### src/rtl/pkt_dup_tx_pkg.sv
package pkt_dup_tx_pkg;

   typedef enum logic [1:0] {
      ST_IDLE = 2'd0,
      ST_FILL = 2'd1,
      ST_SEND = 2'd2
   } tx_state_e;

   localparam int          MARK_LEN  = 4;
   localparam logic [31:0] OPEN_MARK = 32'hA55A_C33C;
   localparam logic [31:0] CLOSE_MARK = 32'h3CC3_5AA5;

   function automatic logic [7:0] mark_byte(input logic [31:0] mark, input int idx);
      logic [31:0] sh;
      sh = mark >> (8 * (MARK_LEN - 1 - idx));
      return sh[7:0];
   endfunction

endpackage

### src/rtl/pkt_bin_store.sv
module pkt_bin_store #(
   parameter int DEPTH  = 64,
   parameter int WORD_W = 32,
   parameter int AW     = 6
) (
   input  logic              clk,
   input  logic              wr_en_i,
   input  logic [AW-1:0]     wr_addr_i,
   input  logic [WORD_W-1:0] wr_data_i,
   input  logic [AW-1:0]     rd_addr_i,
   output logic [WORD_W-1:0] rd_data_o
);

   logic [DEPTH*WORD_W-1:0] flat;

   for (genvar gi = 0; gi < DEPTH; gi++) begin : g_entry
      logic [WORD_W-1:0] q;
      always_ff @(posedge clk) begin
         if (wr_en_i && (int'(wr_addr_i) == gi)) q <= wr_data_i;
      end
      assign flat[gi*WORD_W +: WORD_W] = q;
   end

   assign rd_data_o = flat[int'(rd_addr_i)*WORD_W +: WORD_W];

endmodule

### src/rtl/pkt_seq_ctrl.sv
module pkt_seq_ctrl
   import pkt_dup_tx_pkg::*;
#(
   parameter int NUM_PKTS     = 16,
   parameter int BINS_PER_PKT = 64,
   parameter int PKT_BYTES    = 265,
   parameter int AW           = 6,
   parameter int PW           = 9,
   parameter int KW           = 4
) (
   input  logic          clk,
   input  logic          rst_n,
   input  logic          start_i,
   input  logic          bin_valid_i,
   input  logic          byte_ready_i,
   output logic          bin_ready_o,
   output logic          wr_en_o,
   output logic [AW-1:0] wr_addr_o,
   output logic          byte_valid_o,
   output logic [PW-1:0] pos_o,
   output logic [KW-1:0] pkt_idx_o,
   output logic          done_o
);

   localparam logic [AW-1:0] FILL_LAST = AW'(BINS_PER_PKT - 1);
   localparam logic [PW-1:0] POS_LAST  = PW'(PKT_BYTES - 1);
   localparam logic [KW-1:0] PKT_LAST  = KW'(NUM_PKTS - 1);

   tx_state_e     state;
   logic [AW-1:0] fill_cnt;
   logic [PW-1:0] pos;
   logic [KW-1:0] pkt;
   logic          copy;
   logic          done_q;

   always_ff @(posedge clk) begin
      if (!rst_n) begin
         state    <= ST_IDLE;
         fill_cnt <= '0;
         pos      <= '0;
         pkt      <= '0;
         copy     <= 1'b0;
         done_q   <= 1'b0;
      end else begin
         done_q <= 1'b0;
         unique case (state)
            ST_IDLE: if (start_i) begin
               state    <= ST_FILL;
               fill_cnt <= '0;
               pkt      <= '0;
            end
            ST_FILL: if (bin_valid_i) begin
               fill_cnt <= fill_cnt + 1'b1;
               if (fill_cnt == FILL_LAST) begin
                  state <= ST_SEND;
                  pos   <= '0;
                  copy  <= 1'b0;
               end
            end
            ST_SEND: if (byte_ready_i) begin
               if (pos == POS_LAST) begin
                  pos <= '0;
                  if (!copy) begin
                     copy <= 1'b1;
                  end else if (pkt == PKT_LAST) begin
                     state  <= ST_IDLE;
                     done_q <= 1'b1;
                  end else begin
                     pkt      <= pkt + 1'b1;
                     state    <= ST_FILL;
                     fill_cnt <= '0;
                  end
               end else begin
                  pos <= pos + 1'b1;
               end
            end
            default: state <= ST_IDLE;
         endcase
      end
   end

   assign bin_ready_o  = (state == ST_FILL);
   assign wr_en_o      = bin_ready_o && bin_valid_i;
   assign wr_addr_o    = fill_cnt;
   assign byte_valid_o = (state == ST_SEND);
   assign pos_o        = pos;
   assign pkt_idx_o    = pkt;
   assign done_o       = done_q;

   AST_STALL_HOLD: assert property (@(posedge clk) disable iff (!rst_n)
      byte_valid_o && !byte_ready_i |=> byte_valid_o && $stable(pos_o) && $stable(pkt_idx_o));
   AST_DONE_SINGLE: assert property (@(posedge clk) disable iff (!rst_n)
      done_o |=> !done_o);
   AST_DONE_AFTER_ACCEPT: assert property (@(posedge clk) disable iff (!rst_n)
      $rose(done_o) |-> $past(byte_valid_o && byte_ready_i));
   AST_PHASE_EXCL: assert property (@(posedge clk) disable iff (!rst_n)
      !(bin_ready_o && byte_valid_o));

endmodule

### src/rtl/pkt_byte_mux.sv
module pkt_byte_mux
   import pkt_dup_tx_pkg::*;
#(
   parameter int BINS_PER_PKT = 64,
   parameter int BIN_W        = 16,
   parameter int AW           = 6,
   parameter int PW           = 9,
   parameter int KW           = 4
) (
   input  logic [PW-1:0]      pos_i,
   input  logic [KW-1:0]      pkt_idx_i,
   input  logic [2*BIN_W-1:0] rd_data_i,
   output logic [AW-1:0]      rd_addr_o,
   output logic [7:0]         byte_o
);

   localparam int BPB        = 2 * BIN_W / 8;
   localparam int PAY_START  = MARK_LEN + 1;
   localparam int TAIL_START = PAY_START + BPB * BINS_PER_PKT;

   int                 p;
   int                 off;
   logic [2*BIN_W-1:0] sh;

   always_comb begin
      p         = int'(pos_i);
      off       = 0;
      sh        = '0;
      rd_addr_o = '0;
      if (p < MARK_LEN) begin
         byte_o = mark_byte(OPEN_MARK, p);
      end else if (p == MARK_LEN) begin
         byte_o = 8'(pkt_idx_i);
      end else if (p < TAIL_START) begin
         off       = p - PAY_START;
         rd_addr_o = AW'(off / BPB);
         sh        = rd_data_i >> (8 * (BPB - 1 - (off % BPB)));
         byte_o    = sh[7:0];
      end else begin
         byte_o = mark_byte(CLOSE_MARK, p - TAIL_START);
      end
   end

endmodule

### src/rtl/pkt_dup_tx.sv
module pkt_dup_tx #(
   parameter int NUM_BINS     = 1024,
   parameter int BINS_PER_PKT = 64,
   parameter int BIN_W        = 16
) (
   input  logic             clk,
   input  logic             rst_n,
   input  logic             start_i,
   input  logic             bin_valid_i,
   input  logic [BIN_W-1:0] bin_re_i,
   input  logic [BIN_W-1:0] bin_im_i,
   output logic             bin_ready_o,
   output logic [7:0]       byte_o,
   output logic             byte_valid_o,
   input  logic             byte_ready_i,
   output logic             done_o
);

   localparam int NUM_PKTS  = NUM_BINS / BINS_PER_PKT;
   localparam int PKT_BYTES = 2 * pkt_dup_tx_pkg::MARK_LEN + 1 + (2 * BIN_W / 8) * BINS_PER_PKT;
   localparam int AW        = $clog2(BINS_PER_PKT);
   localparam int PW        = $clog2(PKT_BYTES);
   localparam int KW        = (NUM_PKTS > 1) ? $clog2(NUM_PKTS) : 1;

   if (NUM_BINS % BINS_PER_PKT != 0) begin : g_bad_split
      $error("NUM_BINS must be a multiple of BINS_PER_PKT");
   end
   if (BIN_W % 8 != 0 || BIN_W < 8) begin : g_bad_width
      $error("BIN_W must be a whole number of bytes");
   end
   if (NUM_PKTS > 256 || NUM_PKTS < 1) begin : g_bad_count
      $error("packet number must fit one byte");
   end
   if (BINS_PER_PKT < 2) begin : g_bad_group
      $error("BINS_PER_PKT must be at least 2");
   end

   logic              wr_en;
   logic [AW-1:0]     wr_addr;
   logic [AW-1:0]     rd_addr;
   logic [2*BIN_W-1:0] rd_data;
   logic [PW-1:0]     pos;
   logic [KW-1:0]     pkt_idx;

   pkt_seq_ctrl #(
      .NUM_PKTS(NUM_PKTS), .BINS_PER_PKT(BINS_PER_PKT), .PKT_BYTES(PKT_BYTES),
      .AW(AW), .PW(PW), .KW(KW)
   ) u_ctrl (
      .clk(clk), .rst_n(rst_n), .start_i(start_i), .bin_valid_i(bin_valid_i),
      .byte_ready_i(byte_ready_i), .bin_ready_o(bin_ready_o), .wr_en_o(wr_en),
      .wr_addr_o(wr_addr), .byte_valid_o(byte_valid_o), .pos_o(pos),
      .pkt_idx_o(pkt_idx), .done_o(done_o)
   );

   pkt_bin_store #(.DEPTH(BINS_PER_PKT), .WORD_W(2*BIN_W), .AW(AW)) u_store (
      .clk(clk), .wr_en_i(wr_en), .wr_addr_i(wr_addr), .wr_data_i({bin_re_i, bin_im_i}),
      .rd_addr_i(rd_addr), .rd_data_o(rd_data)
   );

   pkt_byte_mux #(.BINS_PER_PKT(BINS_PER_PKT), .BIN_W(BIN_W), .AW(AW), .PW(PW), .KW(KW)) u_mux (
      .pos_i(pos), .pkt_idx_i(pkt_idx), .rd_data_i(rd_data), .rd_addr_o(rd_addr), .byte_o(byte_o)
   );

   AST_OPEN_LEAD: assert property (@(posedge clk) disable iff (!rst_n)
      byte_valid_o && (pos == '0) |-> byte_o == 8'hA5);
   AST_STALL_BYTE: assert property (@(posedge clk) disable iff (!rst_n)
      byte_valid_o && !byte_ready_i |=> $stable(byte_o));
   AST_IDLE_QUIET: assert property (@(posedge clk) disable iff (!rst_n)
      $rose(bin_ready_o) |-> $past(start_i) || $past(byte_valid_o));

endmodule

### config.mk
export PLATFORM = sky130hd
export DESIGN_NAME = pkt_dup_tx
export DESIGN_NICKNAME = d
export VERILOG_FILES = /design/src/rtl/pkt_dup_tx_pkg.sv /design/src/rtl/pkt_bin_store.sv /design/src/rtl/pkt_seq_ctrl.sv /design/src/rtl/pkt_byte_mux.sv /design/src/rtl/pkt_dup_tx.sv
export SDC_FILE = /design/constraint.sdc
export NUM_CORES = 2
export LEC_CHECK = 0
export ABC_CLOCK_PERIOD_IN_PS = 11020
export BUFFER_PORTS_ARGS = -buffer_cell sky130_fd_sc_hd__buf_4
export CORE_UTILIZATION = 36
export CTS_CLUSTER_DIAMETER = 80
export CTS_CLUSTER_SIZE = 24
export DETAILED_ROUTE_END_ITERATION = 8
export PLACE_DENSITY = 0.46
export SLEW_MARGIN = 20
export SYNTH_ARGS = -nofsm -noshare
export SYNTH_HDL_FRONTEND = slang
export SYNTH_SLANG_ARGS = --single-unit
export TNS_END_PERCENT = 50
### constraint.sdc
create_clock -name clk -period 11.02 [get_ports clk]
set_input_delay 0.551 -clock clk [delete_from_list [all_inputs] [get_ports clk]]
set_output_delay 0.551 -clock clk [all_outputs]
set_load 0.02 [all_outputs]
==> summary.txt <==
Run status
  • Status: finished clean

Synth
  • Synth Area in XOR/XNOR: 0.179%
  • EDFF count, synth: 2048
  • Synth Area in Adders: 0.302%
  • Post-synthesis mux area share: 6.12%
  • Simple-Gate Fraction of Synth Area: 7.59%
  • Synth warn: 0
  • Mapped Cells: 5370
  • Dominant cell type by area after synthesis: edfxtp_1
  • Post-synth ARST share: 0%
  • Netlist cell types: 91
  • Top-area cell type share of the netlist area: 74.1%
  • Compound-Gate Fraction of Synth Area: 8.97%
  • Largest family of logic cells by synthesized area: compound AO/OA/AOI/OAI gates
  • FF+latch count, synth: 2071
  • Syn_nets: 5427
  • Mapped Area: 83000 um^2
  • Main synth FF type: edfxtp_1
  • Cells taking the most area after synthesis: edfxtp_1, nand2_1, mux2i_1
  • Synth Area per Inst: 15.5 um^2
  • Sequential element share of the synthesized area: 74.7%

Drt
  • DR vias: 53.1k
  • 1st-iter DRT viols: 7988
  • Final wirelength: 338 mm
  • Post-DRT Antenna Nets: 0
  • Drt via density: 6.25
  • Drt pass-1 iters: 7
  • WL per Instance: 39.7 um
  • DRC viols: 0

Floorplanning
  • FP Rows: 175
  • Initial core utilization: 36.4%
  • Core area: 228000 um^2
  • I/O pins: 48
  • Die width: 482 um
  • Die ar.: 232000 um^2
  • Die Ht: 482 um

CTS
  • Clock-pin slew on the worst setup and hold paths: 0.10 ns
  • Number of post-CTS setup repair buffers: 0
  • Clk_lat worst skew: 0.84 ns
  • Sink Count: 2071
  • Root Buffer: clkbuf_16
  • TritonCTS clock tree: yes
  • CTS Buf Count: 120
  • Max Root-Sink Buffers: 3
  • H-tree Lvls: 3

Worst setup path
  • Crit path buf inv count: 5
  • Worst Path Arrival: 8.62 ns
  • Crit path top cell by count: buf_4
  • Slowest-stage cell, CP: or4_1
  • Req. time, crit path: 10.47 ns
  • Delay-heaviest family, CP: simple AND/OR/NAND/NOR gates
  • Crit path capture: byte_o[4]
  • Crit path kind: reg2out
  • Crit path depth: 20
  • FF-to-FF setup slack: 7.62 ns
  • Crit start category: flip-flop
  • R2R cell count: 6
  • Worst stage delay on the critical path: 0.86 ns
  • Crit path max fanout: 34
  • Kind of end point of the critical path: output pin
  • Worst flop-to-flop path endpoint: u_store.g_entry[7].q[10]$_DFFE_PP_
  • Crit path launch: u_ctrl.pos_o[4]$_SDFFE_PN0P_
  • Crit-path cells: or4_1 > nor2_1 > and2_1 > ha_4 > ha_4 > nor2b_1 > or4_2 > buf_4 > a22oi_4 > buf_4 > nand2_1 > buf_4 > o22ai_1 > a311oi_1 > o21ai_0 > nor4b_2 > buf_4 > a32oi_1 > o41ai_2 > buf_4
  • Worst r2r src: u_ctrl.state[0]$_SDFFE_PN0P_

Timing
  • Final hold violations: 0
  • Endpoints failing setup: 0
  • Peak Freq: 109 MHz
  • Slew HR: 19.3%
  • Worst clock skew: 0.0749 ns
  • Final period util: 83.2%
  • Fin crit period: 9.17 ns
  • Setup Total Neg Slack: 0 ns
  • Worst-Margin Slew: 1.21 ns
  • Setup repair after global routing missed its margin: false
  • Max-slew violations: 0

Layout
  • Most common library cell in the layout ignoring fill and taps: edfxtp_1
  • P&R area growth vs syn: 11.0%
  • Most frequent cells in the layout: edfxtp_1, nand2_1, mux2i_1
  • Layout Nets: 5449
  • Final Util: 40.3%
  • Cell Count, Final, Fillers Out: 8500
  • Share of cells above drive strength 1: 13.0%
  • Fin area: 92100 um^2

Global routing
  • First-pass GRT wire length: 453 mm
  • Gr usage total: 28.6%
  • Largest net degree at the start of global routing: 86
  • Remaining Overflow, GRT: 0
  • Initial antenna violation count: 25
  • Vias in the first global route: 49.8k

Pwr
  • Sw frac: 21.9%
  • Pwr per Cell Area: 153 nW/um^2
  • Maximum vdd drop: 149 uV
  • Logic pwr share: 1.4%
  • Overall Power: 14.1 mW
  • Net Sw Power: 3.09 mW
  • Clock power share: 37.2%
  • Int Pwr: 11.0 mW
  • Leakage: 29.3 nW
  • Share of power burned in registers: 61.4%

Placed design
  • Post-Place Cell Area: 87900 um^2
  • Final GP Congestion: 0.914
  • Placed cell count: 8276
  • HPWL after DPL: 191 mm
  • I/O Buffers: 47

Run
  • Max Cap Violations: 0

Hold path
  • HP Class: in2reg
-- layer usage --
layer	GRT usage (%)	vias up	wire, um
met1	40.1	28500	141000
met5	0	-	109
met2	44.6	2840	153000
met3	4.88	544	28600
li1	-	21200	-
met4	10.9	14	14900
-- registers in the layout, indices dropped and copies added (netlist names) --
register and count:
u_ctrl.pkt_idx_o 4, u_store.g_entry.q 2048, u_ctrl.pos_o 9, u_ctrl.wr_addr_o 6
u_ctrl.state 2, u_ctrl.done_o 1, u_ctrl.copy 1
-- area by class of cell --
type,count,area (um^2)
Antenna cell,8,20.0
Clock buffer,127,3050
Clock inverter,86,1000
Fill cell,20900,136000
Inverter,24,90.1
Multi-Input combinational cell,2914,20000
Sequential cell,2071,62000
Tap cell,3009,3760
Timing Repair Buffer,261,2150
-- power groups by stage --
stage / Clock, mW / Sequential (mW) / Combinational [mW]
after global routing: 5.54 / 8.65 / 0.208
after CTS: 5.29 / 8.65 / 0.199
after global placement: 0 / 8.83 / 0.193
after floorplan: 0 / 8.83 / 0.0241
final: 5.23 / 8.65 / 0.197
after detailed placement: 0 / 8.83 / 0.198
-- worst reg2reg max path, delay by kind of cell (launching register included) --
family / cells / cell delay [ns]
buffers and inverters: 2 / 0.95
DFF: 1 / 0.41
and+or+nand+nor: 4 / 1.63
-- worst min-delay path by stage --
stage	from	endpoint	slack [ns]	cells after the start
final	start_i	u_ctrl.state[0]$_SDFFE_PN0P_	0.20	5
after global routing	start_i	u_ctrl.state[0]$_SDFFE_PN0P_	0.22	5
after CTS	start_i	u_ctrl.state[0]$_SDFFE_PN0P_	0.15	5
after detailed placement	u_ctrl.copy$_SDFFE_PN0P_	u_ctrl.copy$_SDFFE_PN0P_	0.46	2
after global placement	u_ctrl.copy$_SDFFE_PN0P_	u_ctrl.copy$_SDFFE_PN0P_	0.45	2
after floorplan	u_ctrl.copy$_SDFFE_PN0P_	u_ctrl.copy$_SDFFE_PN0P_	0.43	2
-- cells in the mapped netlist (all sizes together) (49+ instances only) --
library cell / n
a22oi: 54
nor3: 63
a21oi: 199
a31oi: 107
mux2i: 269
buf: 218
a211oi: 83
o22ai: 49
nand3: 247
and3: 65
nor2: 182
o21ai: 131
clkbuf: 143
mux4: 83
edfxtp: 2048
a221oi: 82
nand2: 746
-- cell families (layout without fill, tap and decap cells) --
| logic type | after synthesis | after routing |
|---|---|---|
| xor+xnor | 17 | 17 |
| fa+ha+maj | 20 | 20 |
| compound gates | 1051 | 1051 |
| flops | 2071 | 2071 |
| other cells | 0 | 8 |
| buf+inv | 385 | 498 |
| simple gates | 1428 | 1428 |
| mux | 398 | 398 |
-- per-stage QoR --
stage / hold WS, ns / setup slack [ns]
global placement: 0.446 / 2.74
CTS: 0.153 / 1.81
global route: 0.223 / 1.70
floorplan: 0.429 / 5.47
finish: 0.202 / 1.85
detailed placement: 0.459 / 2.79
-- what timing repair did --
item / CTS / global route
resized for setup: 0 / 0
hold buffers: 2 / 0
endpoints found under the hold margin: 5 / 0
setup endpoints to repair: 0 / 0
No activity file was read; power rests on OpenSTA's default activity.
